### src/rtl/agc_pkg.sv
package agc_pkg;
  timeunit 1ns;
  timeprecision 1ps;

  // width of the bit packer window and of a staged codeword
  localparam int unsigned PK_BITS = 64;
  localparam int unsigned PK_CW   = $clog2(PK_BITS + 1);

  typedef enum logic [2:0] {
    ST_IDLE,
    ST_UPD,
    ST_KSRCH,
    ST_EMIT,
    ST_PAD,
    ST_DRAIN
  } agc_state_e;
endpackage

### src/rtl/agc_stats.sv
module agc_stats #(
  parameter int unsigned NB = 4,
  parameter int unsigned DW = 16,
  parameter int unsigned AW = 26,
  parameter int unsigned CW = 10,
  parameter int unsigned T0 = 303336,
  localparam int unsigned BW = $clog2(NB)
) (
  input  logic          clk,
  input  logic          rst_n,
  input  logic [BW-1:0] rd_band,
  input  logic [DW-1:0] resid,
  input  logic          upd_en,
  input  logic          clr_all,
  input  logic [3:0]    cfg_gamma,
  input  logic [3:0]    cfg_gamma0,
  input  logic [AW-1:0] cfg_acc_init,
  output logic [AW-1:0] new_acc,
  output logic [CW-1:0] new_cnt,
  output logic          resc,
  output logic          resc_bit,
  output logic          hi
);
  timeunit 1ns;
  timeprecision 1ps;

  logic [AW-1:0] acc_q   [NB];
  logic [CW-1:0] cnt_q   [NB];
  logic [NB-1:0] fresh_q;

  logic [AW-1:0] cur_acc, sum;
  logic [CW-1:0] cur_cnt, lim;
  logic [63:0]   lhs, rhs;

  always_comb begin
    cur_acc  = fresh_q[rd_band] ? cfg_acc_init : acc_q[rd_band];
    cur_cnt  = fresh_q[rd_band] ? (CW'(1) << cfg_gamma0) : cnt_q[rd_band];
    lim      = (CW'(1) << cfg_gamma) - CW'(1);
    sum      = cur_acc + AW'(resid);
    resc     = (cur_cnt == lim);
    resc_bit = sum[0];
    new_acc  = resc ? (sum >> 1) : sum;
    new_cnt  = resc ? ((cur_cnt + CW'(1)) >> 1) : (cur_cnt + CW'(1));
    lhs      = 64'(new_acc) << 14;
    rhs      = 64'(T0) * 64'(new_cnt);
    hi       = (lhs >= rhs);
  end

  always_ff @(posedge clk or negedge rst_n) begin
    if (!rst_n) begin
      for (int i = 0; i < NB; i++) begin
        acc_q[i] <= '0;
        cnt_q[i] <= '0;
      end
      fresh_q <= '1;
    end else begin
      for (int i = 0; i < NB; i++) begin
        if (clr_all) begin
          fresh_q[i] <= 1'b1;
        end else if (upd_en && (rd_band == BW'(i))) begin
          acc_q[i]   <= new_acc;
          cnt_q[i]   <= new_cnt;
          fresh_q[i] <= 1'b0;
        end
      end
    end
  end


  halve_cnt_chk: assert property (@(posedge clk) disable iff (!rst_n)
    (upd_en && resc) |-> (new_cnt == (CW'(1) << (cfg_gamma - 4'd1))));
endmodule

### src/rtl/agc_kfind.sv
module agc_kfind #(
  parameter int unsigned AW = 26,
  parameter int unsigned CW = 10,
  parameter int unsigned KW = 4,
  parameter int unsigned DPW = 5
) (
  input  logic [AW-1:0]  acc,
  input  logic [CW-1:0]  cnt,
  input  logic [KW-1:0]  k,
  input  logic [DPW-1:0] depth,
  output logic           step_ok
);
  timeunit 1ns;
  timeprecision 1ps;

  logic [KW:0]  kn;
  logic [63:0]  lhs, rhs;

  // one step of the search: may k grow by one?
  always_comb begin
    kn      = {1'b0, k} + (KW+1)'(1);
    rhs     = 64'(acc) + ((64'(cnt) * 64'd49) >> 7);
    lhs     = 64'(cnt) << kn;
    step_ok = ((7'(kn) + 7'd2) <= 7'(depth)) && (lhs <= rhs);
  end
endmodule

### src/rtl/agc_cwgen.sv
module agc_cwgen
  import agc_pkg::*;
#(
  parameter int unsigned DW = 16,
  parameter int unsigned KW = 4,
  parameter int unsigned DPW = 5
) (
  input  logic [DW-1:0]    resid,
  input  logic [KW-1:0]    k,
  input  logic [5:0]       umax,
  input  logic [DPW-1:0]   depth,
  input  logic             is_hi,
  input  logic             resc,
  input  logic             rbit,
  output logic [PK_BITS-1:0] cw,
  output logic [PK_CW-1:0]   len
);
  timeunit 1ns;
  timeprecision 1ps;

  logic [DW-1:0]      u, lowbits;
  logic               esc;
  logic [PK_BITS-1:0] body, nbody, ebody;
  logic [PK_CW-1:0]   blen, nlen, elen;

  always_comb begin
    u       = resid >> k;
    esc     = (u >= DW'(umax));
    lowbits = resid & ((DW'(1) << k) - DW'(1));
    // k low bits then a one, left aligned in the window
    nbody   = ((PK_BITS'(lowbits) << 1) | PK_BITS'(1)) << (PK_CW'(PK_BITS - 1) - PK_CW'(k));
    nlen    = PK_CW'(k) + PK_CW'(1) + PK_CW'(u);
    ebody   = PK_BITS'(resid) << (PK_CW'(PK_BITS) - PK_CW'(depth));
    elen    = PK_CW'(depth) + PK_CW'(umax);
    if (!is_hi) begin
      body = '0;
      blen = '0;
    end else if (esc) begin
      body = ebody;
      blen = elen;
    end else begin
      body = nbody;
      blen = nlen;
    end
    if (resc) begin
      cw  = {rbit, body[PK_BITS-1:1]};
      len = blen + PK_CW'(1);
    end else begin
      cw  = body;
      len = blen;
    end
  end
endmodule

### src/rtl/agc_packer.sv
module agc_packer
  import agc_pkg::*;
(
  input  logic               clk,
  input  logic               rst_n,
  input  logic               app_en,
  input  logic               app_flush,
  input  logic [PK_BITS-1:0] app_cw,
  input  logic [PK_CW-1:0]   app_len,
  output logic [PK_CW-1:0]   fill,
  output logic [7:0]         out_tdata,
  output logic               out_tvalid,
  input  logic               out_tready,
  output logic               out_tlast
);
  timeunit 1ns;
  timeprecision 1ps;

  logic [PK_BITS-1:0] pbuf_q, pbuf_d, merged;
  logic [PK_CW-1:0]   pcnt_q, pcnt_d, mcnt;
  logic               lastp_q, lastp_d, pop;

  assign fill       = pcnt_q;
  assign out_tvalid = (pcnt_q >= PK_CW'(8));
  assign out_tdata  = pbuf_q[PK_BITS-1 -: 8];
  assign out_tlast  = lastp_q && (pcnt_q == PK_CW'(8));
  assign pop        = out_tvalid && out_tready;

  always_comb begin
    merged  = app_en ? (pbuf_q | (app_cw >> pcnt_q)) : pbuf_q;
    mcnt    = app_en ? (pcnt_q + app_len) : pcnt_q;
    pbuf_d  = pop ? (merged << 8) : merged;
    pcnt_d  = pop ? (mcnt - PK_CW'(8)) : mcnt;
    lastp_d = lastp_q;
    if (app_en && app_flush) lastp_d = 1'b1;
    else if (pop && out_tlast) lastp_d = 1'b0;
  end

  always_ff @(posedge clk or negedge rst_n) begin
    if (!rst_n) begin
      pbuf_q  <= '0;
      pcnt_q  <= '0;
      lastp_q <= 1'b0;
    end else begin
      pbuf_q  <= pbuf_d;
      pcnt_q  <= pcnt_d;
      lastp_q <= lastp_d;
    end
  end


  byte_hold_chk: assert property (@(posedge clk) disable iff (!rst_n)
    (out_tvalid && !out_tready) |=> (out_tvalid && $stable(out_tdata)));


  fill_bound_chk: assert property (@(posedge clk) disable iff (!rst_n)
    pcnt_q <= PK_CW'(PK_BITS));
endmodule

### src/rtl/agc_coder.sv
module agc_coder
  import agc_pkg::*;
#(
  parameter int unsigned NB = 4,
  parameter int unsigned DW = 16,
  parameter int unsigned T0 = 303336,
  localparam int unsigned BW  = $clog2(NB),
  localparam int unsigned AW  = DW + 10,
  localparam int unsigned CW  = 10,
  localparam int unsigned KW  = $clog2(DW),
  localparam int unsigned DPW = $clog2(DW + 1)
) (
  input  logic           clk,
  input  logic           rst_n,
  input  logic [5:0]     cfg_umax,
  input  logic [3:0]     cfg_gamma,
  input  logic [3:0]     cfg_gamma0,
  input  logic [DPW-1:0] cfg_depth,
  input  logic [AW-1:0]  cfg_acc_init,
  input  logic           in_valid,
  output logic           in_ready,
  input  logic [DW-1:0]  in_resid,
  input  logic [BW-1:0]  in_band,
  input  logic           in_last,
  output logic [7:0]     out_tdata,
  output logic           out_tvalid,
  input  logic           out_tready,
  output logic           out_tlast,
  output logic           mode_vld,
  output logic           mode_hi,
  output logic           done
);
  timeunit 1ns;
  timeprecision 1ps;

  agc_state_e st_q, st_d;
  logic [DW-1:0] r_q, r_d;
  logic [BW-1:0] b_q, b_d;
  logic          last_q, last_d, done_q, done_d;
  logic [AW-1:0] acc_l, acc_d;
  logic [CW-1:0] cnt_l, cnt_d;
  logic          resc_l, resc_d, rbit_l, rbit_d, hi_l, hi_d;
  logic [KW-1:0] k_q, k_d;
  logic          mv_q, mv_d, mh_q, mh_d;

  logic [AW-1:0] new_acc;
  logic [CW-1:0] new_cnt;
  logic          new_resc, new_rbit, new_hi, step_ok;
  logic          upd_en, clr_all, app_en, app_pad, room;
  logic [PK_BITS-1:0] gen_cw, app_cw;
  logic [PK_CW-1:0]   gen_len, app_len, pad_len, fill;

  agc_stats #(.NB(NB), .DW(DW), .AW(AW), .CW(CW), .T0(T0)) u_stats (
    .clk, .rst_n, .rd_band(b_q), .resid(r_q), .upd_en, .clr_all,
    .cfg_gamma, .cfg_gamma0, .cfg_acc_init,
    .new_acc, .new_cnt, .resc(new_resc), .resc_bit(new_rbit), .hi(new_hi));

  agc_kfind #(.AW(AW), .CW(CW), .KW(KW), .DPW(DPW)) u_kfind (
    .acc(acc_l), .cnt(cnt_l), .k(k_q), .depth(cfg_depth), .step_ok);

  agc_cwgen #(.DW(DW), .KW(KW), .DPW(DPW)) u_cwgen (
    .resid(r_q), .k(k_q), .umax(cfg_umax), .depth(cfg_depth),
    .is_hi(hi_l), .resc(resc_l), .rbit(rbit_l), .cw(gen_cw), .len(gen_len));

  agc_packer u_pack (
    .clk, .rst_n, .app_en, .app_flush(app_pad), .app_cw, .app_len, .fill,
    .out_tdata, .out_tvalid, .out_tready, .out_tlast);

  assign in_ready = (st_q == ST_IDLE);
  assign mode_vld = mv_q;
  assign mode_hi  = mh_q;
  assign done     = done_q;
  assign pad_len  = (fill[2:0] == 3'd0) ? PK_CW'(8) : (PK_CW'(8) - PK_CW'(fill[2:0]));
  assign app_cw   = app_pad ? {1'b1, {(PK_BITS-1){1'b0}}} : gen_cw;
  assign app_len  = app_pad ? pad_len : gen_len;
  assign room     = ({1'b0, fill} + {1'b0, app_len}) <= (PK_CW+1)'(PK_BITS);

  always_comb begin
    st_d = st_q;   r_d = r_q;     b_d = b_q;       last_d = last_q;
    done_d = done_q; acc_d = acc_l; cnt_d = cnt_l; resc_d = resc_l;
    rbit_d = rbit_l; hi_d = hi_l;  k_d = k_q;      mv_d = 1'b0;  mh_d = mh_q;
    upd_en = 1'b0; clr_all = 1'b0; app_en = 1'b0;  app_pad = 1'b0;
    case (st_q)
      ST_IDLE: if (in_valid) begin
        r_d = in_resid; b_d = in_band; last_d = in_last; done_d = 1'b0;
        st_d = ST_UPD;
      end
      ST_UPD: begin
        upd_en = 1'b1;
        acc_d = new_acc; cnt_d = new_cnt; resc_d = new_resc; rbit_d = new_rbit;
        hi_d = new_hi; k_d = '0; mv_d = 1'b1; mh_d = new_hi;
        st_d = new_hi ? ST_KSRCH : ST_EMIT;
      end
      ST_KSRCH: begin
        if (step_ok) k_d = k_q + KW'(1);
        else         st_d = ST_EMIT;
      end
      ST_EMIT: begin
        if (gen_len == '0) begin
          st_d = last_q ? ST_PAD : ST_IDLE;
        end else if (room) begin
          app_en = 1'b1;
          st_d   = last_q ? ST_PAD : ST_IDLE;
        end
      end
      ST_PAD: begin
        app_pad = 1'b1;
        if (room) begin
          app_en = 1'b1; clr_all = 1'b1; st_d = ST_DRAIN;
        end
      end
      ST_DRAIN: if (fill == '0) begin
        done_d = 1'b1; st_d = ST_IDLE;
      end
      default: st_d = ST_IDLE;
    endcase
  end

  always_ff @(posedge clk or negedge rst_n) begin
    if (!rst_n) begin
      st_q <= ST_IDLE; r_q <= '0; b_q <= '0; last_q <= 1'b0; done_q <= 1'b0;
      acc_l <= '0; cnt_l <= '0; resc_l <= 1'b0; rbit_l <= 1'b0; hi_l <= 1'b0;
      k_q <= '0; mv_q <= 1'b0; mh_q <= 1'b0;
    end else begin
      st_q <= st_d; r_q <= r_d; b_q <= b_d; last_q <= last_d; done_q <= done_d;
      acc_l <= acc_d; cnt_l <= cnt_d; resc_l <= resc_d; rbit_l <= rbit_d; hi_l <= hi_d;
      k_q <= k_d; mv_q <= mv_d; mh_q <= mh_d;
    end
  end


  accept_busy_chk: assert property (@(posedge clk) disable iff (!rst_n)
    (in_valid && in_ready) |=> !in_ready);


  k_range_chk: assert property (@(posedge clk) disable iff (!rst_n)
    (st_q == ST_EMIT && hi_l) |-> ((7'(k_q) + 7'd2) <= 7'(cfg_depth)));


  done_rise_chk: assert property (@(posedge clk) disable iff (!rst_n)
    $rose(done) |-> $past(st_q == ST_DRAIN));


  mode_pulse_chk: assert property (@(posedge clk) disable iff (!rst_n)
    mode_vld |=> !mode_vld);
endmodule

### config.mk
export PLATFORM = sky130hd
export DESIGN_NAME = agc_coder
export DESIGN_NICKNAME = d
export VERILOG_FILES = /design/src/rtl/agc_pkg.sv /design/src/rtl/agc_stats.sv /design/src/rtl/agc_kfind.sv /design/src/rtl/agc_cwgen.sv /design/src/rtl/agc_packer.sv /design/src/rtl/agc_coder.sv
export SDC_FILE = /design/constraint.sdc
export NUM_CORES = 1
export LEC_CHECK = 0
export ABC_AREA = 0
export ABC_CLOCK_PERIOD_IN_PS = 7950
export BUFFER_PORTS_ARGS = -buffer_cell sky130_fd_sc_hd__buf_2
export CAP_MARGIN = 5
export CORE_MARGIN = 2
export CORE_UTILIZATION = 50
export CTS_CLUSTER_SIZE = 16
export DETAILED_ROUTE_END_ITERATION = 7
export PLACE_DENSITY = 0.69
export SYNTH_ARGS = -nofsm -noshare
export SYNTH_HDL_FRONTEND = slang
export SYNTH_HIERARCHICAL = 1
export SYNTH_SLANG_ARGS = --single-unit
export TNS_END_PERCENT = 50
### constraint.sdc
create_clock -name clk -period 7.95 [get_ports clk]
set_clock_uncertainty 0.15 [all_clocks]
set_input_delay 0.795 -clock clk [delete_from_list [all_inputs] [get_ports clk]]
set_output_delay 0.795 -clock clk [all_outputs]
set_load 0.005 [all_outputs]
**Yosys cells after proc, flatten, opt, wreduce, memory -nomap -nowiden**

Index checks and enable logic that the tools add are counted.

- Add/sub/neg operators: 18
- Multiply operators: 2
- $lt $le $gt $ge: 8
- Eq/ne operators: 16
- Shifts and indexed selects: 8
- Mux-type cells: 55
- Bitwise logic cells: 4
- Reduce and logical (&&, ||, !) cells: 30

Operators with widths:

| kind | count |
|---|---|
| $mux 64 | 6 |
| $mux 26 | 4 |
| $le 64x64->1 | 1 |
| $or 64x64->64 | 1 |
| $shl 10x5->64 | 1 |
| $shl 16x7->64 | 1 |
| $shl 17x7->64 | 1 |
| $shr 64x7->64 | 1 |
| $bmux 26 s2 | 1 |
| $mux 7 | 7 |
| $ge 40x29->1 | 1 |
| $mux 10 | 4 |
| $add 26x9->27 | 1 |
| $add 26x16->26 | 1 |
| $mul 16x10->26 const A | 1 |
| $mux 3 | 7 |
| $bmux 10 s2 | 1 |
| $shl 1x4->10 const A | 2 |
| $mux 1 | 19 |
| $pmux 3 s6 | 1 |
| $and 16x16->16 | 1 |
| $ge 16x6->1 | 1 |
| $mul 10x6->16 const B | 1 |
| $reduce_bool 2->1 | 8 |
| 43 further kinds | 68 |

- Bits in registers: 287
- Bits of input ports: 68
- Output and inout bits: 14
- Word-level logic and storage cells: 169

**Longest topological paths before layout**

- Depth after elaboration: 15
- Mapped depth: 45
- Mapped depth without buffers: 43

**Cells and area by module**

Netlist, hierarchy kept.

Modules (own cells, without submodules):

| module | times used | cells each | area each (um^2) | seq. area each (um^2) |
|---|---|---|---|---|
| agc_stats | 1 | 1,187 | 11,423.5 | 3,708.6 |
| agc_packer | 1 | 960 | 8,912.3 | 1,801.7 |
| agc_cwgen | 1 | 654 | 4,325.4 | 0.0 |
| agc_coder | 1 | 314 | 3,479.6 | 1,676.6 |
| agc_kfind | 1 | 421 | 3,119.2 | 0.0 |

**Least setup slack after synthesis**

OpenSTA, ideal clock, no wires.

- Path kind: input to register
- Start: input cfg_gamma0[2]
- End: register st_q[0]
- Library setup time: 0.124 ns
- Arrival: 8.720 ns
- Required time: 7.676 ns
- Setup slack: -1.043 ns
- Stages: 39
- Buffers on the path: 2
- Cells stage by stage: buf_1 > nor4b_1 > mux2i_4 > mux2_1 > o32ai_1 > a32o_1 > nand4_4 > buf_6 > mux2i_2 > inv_1 > fa_1 > ha_1 > inv_1 > fa_1 > inv_1 > fa_1 > ha_1 > ha_1 > [3 not listed] > a21oi_1 > o21ai_0 > a2111oi_0 > o21bai_1 > a21oi_1 > xor2_1 > ha_1 > and3_1 > nand3_1 > nor4_1 > o21ai_0 > nor4_1 > nand2_1 > o21ai_0 > o32ai_1 > nand4_1 > nor3_1 > a211o_1

- Word-level cells in the longest chain between the ends: 8
- Elaborated cells on any way between the ends: 10
- Those cells by class: 1 x add/sub; 1 x mul; 1 x order compare; 1 x eq/ne; 1 x shift; 5 x mux

RTL lines:

| what | RTL line | RTL |
|---|---|---|
| start: declaration | agc_coder.sv:17 | `input logic [3:0] cfg_gamma0,` |
| $shl 1x4->10 (*) | agc_stats.sv:37 | `cur_cnt = fresh_q[rd_band] ? (CW'(1) << cfg_gamma0) : cnt_q[rd_band];` |
| $mux 10 (*) | agc_stats.sv:37 |  |
| $add 10x1->10 / $eq 10x10->1 (equally long branches) | agc_stats.sv:43, agc_stats.sv:40 |  |
| $mux 10 (*) | agc_stats.sv:43 | `new_cnt = resc ? ((cur_cnt + CW'(1)) >> 1) : (cur_cnt + CW'(1));` |
| via new_cnt[4] | agc_coder.sv:47 | `logic [CW-1:0] new_cnt;` |
| $mul 16x10->26 (*) | agc_stats.sv:45 | `rhs = 64'(T0) * 64'(new_cnt);` |
| $ge 40x29->1 (*) | agc_stats.sv:46 | `hi = (lhs >= rhs);` |
| via new_hi | agc_coder.sv:48 | `logic new_resc, new_rbit, new_hi, step_ok;` |
| $mux 1 (*) | agc_coder.sv:92 | `st_d = new_hi ? ST_KSRCH : ST_EMIT;` |
| $pmux 3 s6 (*) | agc_coder.sv:83 | `case (st_q)` |
| end signal: assignment | agc_coder.sv:121 | `st_q <= ST_IDLE; r_q <= '0; b_q <= '0; last_q <= 1'b0; done_q <= 1'b0;` |
| end signal: assignment | agc_coder.sv:125 | `st_q <= st_d; r_q <= r_d; b_q <= b_d; last_q <= last_d; done_q <= done_d;` |
| end: declaration | agc_coder.sv:36 | `agc_state_e st_q, st_d;` |

The timed path passes the listed nets; every way through them passes the cells marked *.
A chain may end at the register's enable or synchronous reset.

**Worst setup path after layout**

- Start: register b_q[0]
- End: register st_q[0]

- Word-level cells in the longest chain between the ends: 11
- Elaborated cells on any way between the ends: 20
- Those cells by class: 2 x add/sub; 1 x mul; 1 x order compare; 1 x eq/ne; 14 x mux; 1 x bitwise

RTL lines:

| what | RTL line | RTL |
|---|---|---|
| start: declaration | agc_coder.sv:38 | `logic [BW-1:0] b_q, b_d;` |
| start signal: assignment | agc_coder.sv:121 |  |
| start signal: assignment | agc_coder.sv:125 |  |
| $not 2->3 (not written as such) | agc_stats.sv:37 |  |
| $bmux 10 s2 | agc_stats.sv:37 |  |
| $mux 10 (not written as such) (2 in a row) | agc_stats.sv:37 |  |
| $mux 10 (*) | agc_stats.sv:37 |  |
| $add 10x1->10 / $eq 10x10->1 (equally long branches) | agc_stats.sv:43, agc_stats.sv:40 |  |
| $mux 10 (*) | agc_stats.sv:43 |  |
| via new_cnt[5] | agc_coder.sv:47 |  |
| $mul 16x10->26 (*) | agc_stats.sv:45 |  |
| $ge 40x29->1 (*) | agc_stats.sv:46 |  |
| via new_hi | agc_coder.sv:48 |  |
| $mux 1 (*) | agc_coder.sv:92 |  |
| $pmux 3 s6 (*) | agc_coder.sv:83 |  |

The timed path passes the listed nets; every way through them passes the cells marked *. The select of a mux whose other input is x is not followed.

==> flow_summary.json <==
{
  "status": "finished with violations",
  "violations": "setup timing",
  "drt_iter0_markers": 2911,
  "path_clk_slew_ps": 60,
  "wire_per_inst_um": 22.1,
  "ys_async_sr_fraction": 1.00,
  "worstSetupPathType": "reg -> reg",
  "holdWs_ps": 62.4,
  "cts_sinks": 287,
  "synthesis.area_mm2": 0.0313,
  "grt.overflow.total": 0,
  "dpl.hpwl_um": 75800,
  "startpoint": "b_q[0]$_DFFE_PN0P_",
  "grt_pass1_vias": 27100,
  "worst_setup_path_end_kind": "flop",
  "hold_violations": 0,
  "core_area_mm2": 0.0617,
  "die_x_um": 254,
  "start_util": 0.507,
  "placementRows": 91,
  "crit_fanout": 6,
  "placed_area_mm2": 0.0335,
  "min_period_ps": 8660,
  "maxCapViolations": 0,
  "grt_setup_unrepaired": "yes",
  "ys_seq_area_frac": 0.230,
  "r2r-start": "b_q[0]$_DFFE_PN0P_",
  "cp-start-kind": "flop",
  "via_per_inst": 6.28,
  "worst_pin_slew_ps": 1170,
  "syn_inst": 3536,
  "insertion_delay_ps": 600,
  "critPathMaxStageDelay_ps": 590,
  "design_area_mm2": 0.0353,
  "multi_input_area_mm2": 0.0228,
  "place.gp.congestion": 1.08,
  "area_growth_pct": 13.1,
  "yosysWarnings": 6,
  "min_period_over_period": 1.09,
  "antenna_found_initial": 1,
  "cts.path.max_buffers": 3,
  "ff_latch_area_mm2": 0.00720,
  "maxSlewViolCount": 0,
  "h-tree-depth": 2,
  "avgSynthCellArea_um2": 8.84,
  "grt_pass1_wl_um": 155000,
  "rr_worst_depth": 40,
  "synth_seq_cells": 287,
  "first_pass_iters": 8,
  "cts_root_buf": "clkbuf_16",
  "cts_tree": "yes",
  "die_h_um": 254,
  "grt_max_degree": 141,
  "layout_setup_ws_ps": -710,
  "wirelength_um": 99900,
  "cp.arrival_ps": 8960,
  "fillers": 5589,
  "slowest_stage": "mux4_2",
  "slew_headroom": 0.213,
  "finalSetupViolCount": 2,
  "drcViolationCount": 0,
  "hp-class": "in -> async",
  "port_buffers": 81,
  "clock.fmax_mhz": 115,
  "nNetsFinal": 3992,
  "grt.total_usage": 0.305,
  "vias": 28500,
  "synth_edf_count": 0,
  "synth.distinct_cells": 116,
  "required_ps": 8250,
  "synth_ff_type": "dfrtp_1",
  "drive_gt1_frac": 0.223,
  "num_io_pins": 82,
  "tns_ps": -1410,
  "die-area_mm2": 0.0645,
  "final_antenna_net_count": 0,
  "numCtsBuffers": 36
}
-- kinds of logic (layout without fill, tap and decap cells) --
kind of cell               count (synthesis)  count (layout)  synth area share
muxes                                    483             483             0.207
AOI/OAI and AO/OA                        886             886             0.185
xor gates and xnor gates                 131             131            0.0380
buffers and inverters                    425             561            0.0621
DFF                                      287             287             0.230
adders and majority gates                263             263             0.113
and+or+nand+nor                         1060            1060             0.164
other                                      1              20          0.000120
-- final cells by class --
| type | count | area share |
|---|---|---|
| multi-input cells | 2842 | 0.645 |
| flip-flops and latches | 287 | 0.204 |
| repair buffers | 328 | 0.0670 |
| well taps | 837 | 0.0296 |
| clock buffers | 50 | 0.0284 |
| inverters | 167 | 0.0179 |
| clock inverters | 16 | 0.00839 |
| diodes | 1 | 0.0000708 |
-- Yosys cell counts (all sizes together), types with 12 or more instances --
master   instances  area, um2
buf            133        842
nor3            56        285
nand4           19        134
nor4b           13        114
a221oi          14        123
o211ai          17        128
o31ai           13        103
fa              33        661
inv            164        616
xor2            60        526
a31oi           27        169
a211oi          59        453
a2111oi         13        128
o21bai          12       90.1
a211o           16        140
dfrtp          283       7080
or2             20        128
and2            86        541
ha             229       2870
nor2           244        921
o21ai          254       1270
nand2b          37        231
nand2          376       1410
xnor2           71        663
or3             18        118
nor4            14       93.8
nand3           62        323
o21a            24        180
nor2b           35        219
clkbuf         125        473
a22oi           28        224
and3            29        181
mux2i          219       2270
mux2           158       1810
a21o            37        278
mux4           106       2390
o22ai           56        350
o2bb2ai         14        123
a21oi          181        913
-- through the flow --
stage	instances	worst slack [ps]	utilization
global route	4527	-1060	0.573
global placement	4441	-741	0.544
CTS	4512	-603	0.566
detailed placement	4441	-928	0.544
finish	4528	-710	0.573
floorplan	3554	-253	-
-- path summary, 6_finish.rpt --
kind / slack [ps] / end
setup reg to reg: -710 / st_q[0]$_DFFE_PN0P_
max in group asynchronous: 6180 / u_pack/fill[3]$_DFF_PN0_
min in group clk: 310 / r_q[3]$_DFFE_PN0P_
hold reg to reg: 330 / u_stats/cnt_q[39]$_DFFE_PN0P_
setup / recovery: -710 / st_q[0]$_DFFE_PN0P_
hold / removal: 60 / u_stats/cnt_q[36]$_DFFE_PN0P_
-- critical path: cells and delay by family, from the launching register on --
| kind | cells | cell delay (ps) |
|---|---|---|
| AOI/OAI and AO/OA | 12 | 1870 |
| xor gates and xnor gates | 1 | 90 |
| adders and majority gates | 7 | 2670 |
| buffers and inverters | 6 | 610 |
| DFF | 1 | 410 |
| muxes | 4 | 1290 |
| and+or+nand+nor | 10 | 1420 |
-- flip-flops by register name (all words and copies together) (netlist names), 3 cells and up --
| name | count |
|---|---|
| u_pack/pbuf_q | 64 |
| u_stats/cnt_q | 40 |
| r_q | 16 |
| u_stats/fresh_q | 4 |
| u_pack/fill | 7 |
| k_q | 4 |
| st_q | 3 |
| acc_l | 26 |
| u_stats/acc_q | 104 |
| cnt_l | 10 |
-- routing by layer --
layer,vias to the layer above,track usage,share of wire
met5,-,0,0.00013
met4,2,0.126,0.047
met3,242,0.0513,0.079
met2,1221,0.495,0.46
met1,13800,0.404,0.42
li1,13200,-,-
-- cell usage in the layout (no fill, tap or decap), types with 84 or more instances in the layout --
| cell type | count |
|---|---|
| mux2i_1 | 205 |
| nand2_1 | 371 |
| mux4_2 | 106 |
| o21ai_0 | 214 |
| nor2_1 | 236 |
| a21oi_1 | 167 |
| dfrtp_1 | 274 |
| ha_1 | 220 |
| buf_4 | 234 |
| mux2_2 | 145 |
| and2_1 | 84 |
| inv_1 | 151 |
-- timing repair --
action | CTS | global route
resized for setup | 9 | 69
pin swaps | 11 | 28
setup endpoints to repair | 2 | 87
hold buffers | 0 | 0
buffers inserted | 5 | 15
Power is not shown: default switching activity piles up to over one toggle a cycle in this logic, so the estimate is an artifact.
